$ cat config.mk
export PLATFORM = sky130hd
export DESIGN_NAME = cad_decoder
export DESIGN_NICKNAME = d
export VERILOG_FILES = /design/src/rtl/cad_pkg.sv /design/src/rtl/cad_first_decode.sv /design/src/rtl/cad_field_map.sv /design/src/rtl/cad_decoder.sv
export SDC_FILE = /design/constraint.sdc
export NUM_CORES = 1
export LEC_CHECK = 0
export BUFFER_PORTS_ARGS = -buffer_cell sky130_fd_sc_hd__buf_2
export CAP_MARGIN = 10
export CORE_ASPECT_RATIO = 2
export CORE_MARGIN = 5
export CORE_UTILIZATION = 35
export DETAILED_ROUTE_END_ITERATION = 8
export HOLD_SLACK_MARGIN = 0.05
export PLACE_DENSITY = 0.5
export SLEW_MARGIN = 20
export SYNTH_ARGS = -nofsm -noshare
export SYNTH_HDL_FRONTEND = slang
export SYNTH_HIERARCHICAL = 1
export SYNTH_SLANG_ARGS = --single-unit
$ cat constraint.sdc
create_clock -name clk -period 2.1 [get_ports clk]
set_input_delay 0.42 -clock clk [delete_from_list [all_inputs] [get_ports clk]]
set_output_delay 0.42 -clock clk [all_outputs]
set_load 0.02 [all_outputs]
$ cat src/rtl/cad_pkg.sv
package cad_pkg;
    parameter int CA_W    = 14;
    parameter int BG_W    = 3;
    parameter int BA_W    = 2;
    parameter int ROW_W   = 17;
    parameter int CID_W   = 3;
    parameter int COL_HI  = 8;
    parameter int COL_LSB = 3;
    localparam int ROW_LO_W = CA_W * 2 - 2 - BG_W - BA_W - CID_W - 1 - CA_W;
    localparam int ROW_OUT_W = ROW_W + 1;
    localparam int CID_OUT_W = CID_W + 1;
    localparam int COL_W     = COL_HI + COL_LSB;

    typedef enum logic [2:0] {
        K_PRE = 3'd0,
        K_ACT = 3'd1,
        K_RD  = 3'd2,
        K_WR  = 3'd3,
        K_WRP = 3'd4
    } cmd_kind_e;

    typedef struct packed {
        cmd_kind_e               kind;
        logic [BG_W-1:0]         bg;
        logic [BA_W-1:0]         ba;
        logic [CID_W-1:0]        cid;
        logic                    ext;
        logic [ROW_LO_W-1:0]     row_lo;
    } first_beat_t;
endpackage

$ cat src/rtl/cad_first_decode.sv
module cad_first_decode
    import cad_pkg::*;
(
    input  logic [CA_W-1:0] ca,
    output first_beat_t     beat,
    output logic            two_beat,
    output logic            bad_op
);
    always_comb begin
        beat     = '0;
        two_beat = 1'b0;
        bad_op   = 1'b0;
        if (ca[1:0] == 2'b00) begin
            beat.kind   = K_ACT;
            beat.bg     = ca[4:2];
            beat.ba     = ca[6:5];
            beat.cid    = ca[9:7];
            beat.ext    = ca[10];
            beat.row_lo = ca[13:11];
            two_beat    = 1'b1;
        end else begin
            beat.bg  = ca[6:4];
            beat.ba  = ca[8:7];
            beat.cid = ca[11:9];
            beat.ext = ca[12];
            case (ca[3:0])
                4'b0001: beat.kind = K_PRE;
                4'b0101: begin beat.kind = K_RD;  two_beat = 1'b1; end
                4'b1001: begin beat.kind = K_WR;  two_beat = 1'b1; end
                4'b1101: begin beat.kind = K_WRP; two_beat = 1'b1; end
                default: bad_op = 1'b1;
            endcase
        end
    end
endmodule

$ cat src/rtl/cad_field_map.sv
module cad_field_map
    import cad_pkg::*;
(
    input  logic                 ext_row_mode,
    input  first_beat_t          first,
    input  logic [CA_W-1:0]      second,
    output logic [ROW_OUT_W-1:0] row,
    output logic [COL_W-1:0]     col,
    output logic [CID_OUT_W-1:0] cid
);
    always_comb begin
        row = '0;
        col = '0;
        cid = {(ext_row_mode ? 1'b0 : first.ext), first.cid};
        if (first.kind == K_ACT) begin
            row = {(ext_row_mode ? first.ext : 1'b0), second, first.row_lo};
        end else if (first.kind != K_PRE) begin
            row[ROW_W] = ext_row_mode ? first.ext : 1'b0;
            col = {second[COL_HI-1:0], {COL_LSB{1'b0}}};
        end
    end
endmodule

$ cat src/rtl/cad_decoder.sv
module cad_decoder
    import cad_pkg::*;
(
    input  logic                 clk,
    input  logic                 rst_n,
    input  logic                 cfg_ext_row,
    input  logic                 ca_sel,
    input  logic [CA_W-1:0]      ca_bus,
    output logic                 cmd_valid,
    output logic [2:0]           cmd_kind,
    output logic [BG_W-1:0]      cmd_bg,
    output logic [BA_W-1:0]      cmd_ba,
    output logic [ROW_OUT_W-1:0] cmd_row,
    output logic [COL_W-1:0]     cmd_col,
    output logic [CID_OUT_W-1:0] cmd_cid,
    output logic                 cmd_illegal,
    output logic                 frame_err
);
    typedef struct packed {
        logic                 waiting;
        first_beat_t          held;
        logic                 valid;
        cmd_kind_e            kind;
        logic [BG_W-1:0]      bg;
        logic [BA_W-1:0]      ba;
        logic [ROW_OUT_W-1:0] row;
        logic [COL_W-1:0]     col;
        logic [CID_OUT_W-1:0] cid;
        logic                 illegal;
        logic                 ferr;
    } state_t;

    state_t st_d, st_q;

    first_beat_t          dec_beat;
    logic                 dec_two;
    logic                 dec_bad;
    first_beat_t          map_first;
    logic [CA_W-1:0]      map_second;
    logic [ROW_OUT_W-1:0] map_row;
    logic [COL_W-1:0]     map_col;
    logic [CID_OUT_W-1:0] map_cid;

    cad_first_decode i_first (
        .ca       (ca_bus),
        .beat     (dec_beat),
        .two_beat (dec_two),
        .bad_op   (dec_bad)
    );

    assign map_first  = st_q.waiting ? st_q.held : dec_beat;
    assign map_second = st_q.waiting ? ca_bus : '0;

    cad_field_map i_map (
        .ext_row_mode (cfg_ext_row),
        .first        (map_first),
        .second       (map_second),
        .row          (map_row),
        .col          (map_col),
        .cid          (map_cid)
    );

    always_comb begin
        st_d         = st_q;
        st_d.valid   = 1'b0;
        st_d.illegal = 1'b0;
        st_d.ferr    = 1'b0;
        if (st_q.waiting) begin
            st_d.waiting = 1'b0;
            if (ca_sel) begin
                st_d.ferr = 1'b1;
            end else begin
                st_d.valid = 1'b1;
                st_d.kind  = map_first.kind;
                st_d.bg    = map_first.bg;
                st_d.ba    = map_first.ba;
                st_d.row   = map_row;
                st_d.col   = map_col;
                st_d.cid   = map_cid;
            end
        end else if (ca_sel) begin
            if (dec_bad) begin
                st_d.illegal = 1'b1;
            end else if (dec_two) begin
                st_d.waiting = 1'b1;
                st_d.held    = dec_beat;
            end else begin
                st_d.valid = 1'b1;
                st_d.kind  = map_first.kind;
                st_d.bg    = map_first.bg;
                st_d.ba    = map_first.ba;
                st_d.row   = map_row;
                st_d.col   = map_col;
                st_d.cid   = map_cid;
            end
        end
    end

    always_ff @(posedge clk or negedge rst_n) begin
        if (!rst_n) st_q <= '0;
        else        st_q <= st_d;
    end

    assign cmd_valid   = st_q.valid;
    assign cmd_kind    = st_q.kind;
    assign cmd_bg      = st_q.bg;
    assign cmd_ba      = st_q.ba;
    assign cmd_row     = st_q.row;
    assign cmd_col     = st_q.col;
    assign cmd_cid     = st_q.cid;
    assign cmd_illegal = st_q.illegal;
    assign frame_err   = st_q.ferr;

    AST_OUT_EXCLUSIVE: assert property (@(posedge clk) disable iff (!rst_n)
        $onehot0({cmd_valid, cmd_illegal, frame_err}));
    AST_COL_ALIGNED: assert property (@(posedge clk) disable iff (!rst_n)
        cmd_valid |-> cmd_col[COL_LSB-1:0] == '0);
    AST_SECOND_COMPLETES: assert property (@(posedge clk) disable iff (!rst_n)
        (st_q.waiting && !ca_sel) |=> cmd_valid);
    AST_COLLISION_FLAGS: assert property (@(posedge clk) disable iff (!rst_n)
        (st_q.waiting && ca_sel) |=> (frame_err && !cmd_valid && !st_q.waiting));
    AST_ROW_MODE_CID: assert property (@(posedge clk) disable iff (!rst_n)
        (cmd_valid && $past(cfg_ext_row)) |-> !cmd_cid[CID_W]);
    AST_IDLE_QUIET: assert property (@(posedge clk) disable iff (!rst_n)
        (!st_q.waiting && !ca_sel) |=> !(cmd_valid || cmd_illegal || frame_err));
endmodule

==> impl_metrics.py <==
metrics = {
    "outcome": {
        "outcome": "finished clean",
    },
    "drt": {
        "routed_wirelength_um": 7820,
        "dr.pass1.iters": 4,
        "post_drt_wl_per_cell_um": 18.2,
        "drt_drc_violations_left": 0,
        "drt-vias-per-instance": 4.89,
        "drt-initial-drc-count": 113,
        "vias": 2103,
        "antenna_violating_nets_post_route": 0,
    },
    "global_routing": {
        "grt_util_all_layers": 0.139,
        "antenna_found_initial": 0,
        "grt_first_pass_wirelength_um": 12700,
        "grt_max_degree": 61,
        "grt_pass1_vias": 2285,
        "total_global_routing_overflow": 0,
    },
    "layout": {
        "area.growth.synth_to_final_pct": 12.3,
        "layout-drive-gt1-share": 0.503,
        "finish.net_count": 313,
        "regArea_sq_um": 1500,
        "multi_input_comb_area_sq_um": 1500,
        "num_antenna_cells": 0,
        "layout_common_cells": "61 x buf_2, 60 x dfrtp_1, 41 x a22o_1, 26 x mux2_2, 18 x and2_1",
        "fillerInstances": 959,
        "final_common_cell": "buf_2",
    },
    "worst_setup_path": {
        "crit_end": "cmd_row[6]$_DFFE_PN0P_",
        "timing.rr.end": "cmd_row[6]$_DFFE_PN0P_",
        "critPathLaunchType": "register",
        "worst_ep_required_time_ns": 2.36,
        "setup.worst_path.class": "reg -> reg",
        "regToRegStartpoint": "st_q[59]$_DFF_PN0_",
        "setup.reg_to_reg.worst_slack_ns": 0.21,
        "crit_path_top_delay_cell": "nor2b_1",
        "timing.reg2reg.worst_path_depth": 4,
        "path_cells": "nor2b_1, o21a_1, buf_12, a22o_1",
        "critical_path_arrival_ns": 2.15,
        "timing.critical_path.from": "st_q[59]$_DFF_PN0_",
        "timing.critical_path.slowest_cell_delay_ns": 0.68,
        "worst_setup_path_end_kind": "register",
        "worst-path-max-fanout": 33,
    },
    "pwr": {
        "post-layout-total-power_uw": 3210,
        "largest_vdd_supply_drop_mv": 0.520,
        "power_density_nw_per_um2": 821,
        "p_leak_uw": 0.00188,
    },
    "cts": {
        "tritoncts": "yes",
        "cts-buffers-inserted": 9,
        "clock_tree.buffer_depth": 2,
        "cts.root.buffer_cell": "clkbuf_16",
        "cts.sinks": 60,
        "clock_insertion_delay_worst_skew_ns": 0.32,
        "cts.reportedPaths.clkPinSlew_ns": 0.05,
        "cts_resized": 0,
        "htree_num_levels": 3,
        "number_of_buffers_inserted_for_hold_repair_after_clock_tree_synthesis": 0,
        "post-cts-setup-buffer-count": 0,
    },
    "timing": {
        "report.final.slew_viol_count": 0,
        "final.period_utilization": 0.902,
        "period_minus_slack_ns": 1.89,
        "worst_max_slew_pin_slew_ns": 0.772,
        "fin_worst_skew_ns": 0.00861,
        "grt_setup_unrepaired": "false",
        "fin_setup_tns_ns": 0,
        "final.hold.worst_slack_ns": 0.0990,
        "final-hold-violation-count": 0,
        "worst_slew_margin_rel": 0.484,
        "setup_viol_count_final": 0,
        "maxClockFrequency_ghz": 0.528,
        "fin_ws_ns": 0.206,
    },
    "placement": {
        "number_of_buffers_added_on_ports": 61,
        "place.gp.congestion": 0.793,
        "place_worst_setup_slack_ns": 0.0550,
        "detailedPlacementHpwl_um": 5660,
    },
    "floorplan": {
        "core.rowCount": 51,
        "core_area_sq_um": 9760,
        "starting_density": 0.356,
        "area_enclosed_by_the_die_boundary_sq_um": 12100,
        "dieWidth_um": 80.5,
        "die_height_um": 151,
        "top_level_ports": 62,
    },
    "synth": {
        "yosys_warnings": 6,
        "synthesis.area_sq_um": 3480,
        "post_synth_inst_count": 274,
        "avgSynthCellArea_sq_um": 12.7,
    },
    "job": {
        "max-cap-violations": 0,
    },
    "min_path": {
        "hp-class": "in -> async",
    },
}
## critical path, delay by kind of cell (launching register included)
kind	cells	cell delay, ns
AND/OR/NAND/NOR	1	0.68
flip-flops	1	0.55
AO/OA/AOI/OAI	2	0.39
buffers and inverters	1	0.20
## registers in the layout, summed over array words and instances (netlist names)
name / flops
cmd_ba: 2
cmd_valid: 1
cmd_cid: 4
cmd_bg: 3
frame_err: 1
cmd_col: 11
st_q: 16
cmd_kind: 3
cmd_illegal: 1
cmd_row: 18
## power by group
| group | total, uW | internal (uW) | switching (uW) |
|---|---|---|---|
| combinational | 544 | 263 | 281 |
| sequential | 1340 | 1270 | 63.2 |
| clock | 1330 | 850 | 476 |
| total | 3210 | 2390 | 820 |
## per-stage QoR
step | util | instance area [sq um] | std cells
finish | 0.400 | 3910 | 430
global route | 0.400 | 3910 | 430
CTS | 0.400 | 3910 | 430
detailed placement | 0.372 | 3640 | 415
global placement | 0.372 | 3640 | 415
floorplan | - | 3480 | 276
## worst min-delay path by stage
stage                     depth (start not counted)   from  slack, ns                     end
after floorplan                                   0  rst_n       0.12   cmd_ba[0]$_DFFE_PN0P_
after CTS                                         2  rst_n       0.11  cmd_row[8]$_DFFE_PN0P_
after global routing                              2  rst_n       0.13  cmd_row[7]$_DFFE_PN0P_
after detailed placement                          2  rst_n       0.46  cmd_row[6]$_DFFE_PN0P_
after global placement                            2  rst_n       0.46  cmd_row[6]$_DFFE_PN0P_
final                                             2  rst_n        0.1  cmd_row[8]$_DFFE_PN0P_
## metal layers
metal	global-route usage	vias to the layer above	share of wire
met2	0.222	55	0.50
met4	0.0745	0	0.033
met5	0	-	0
met3	0.0393	17	0.051
met1	0.169	1032	0.42
li1	-	999	-
## area by class of cell
cell class | instances | area share
Clock buffer | 13 | 0.0666
Sequential cell | 60 | 0.384
Timing Repair Buffer | 75 | 0.121
Clock inverter | 2 | 0.00256
Tap cell | 132 | 0.0423
Multi-Input combinational cell | 148 | 0.383
Note: power is estimated with default switching activity, not from simulation.
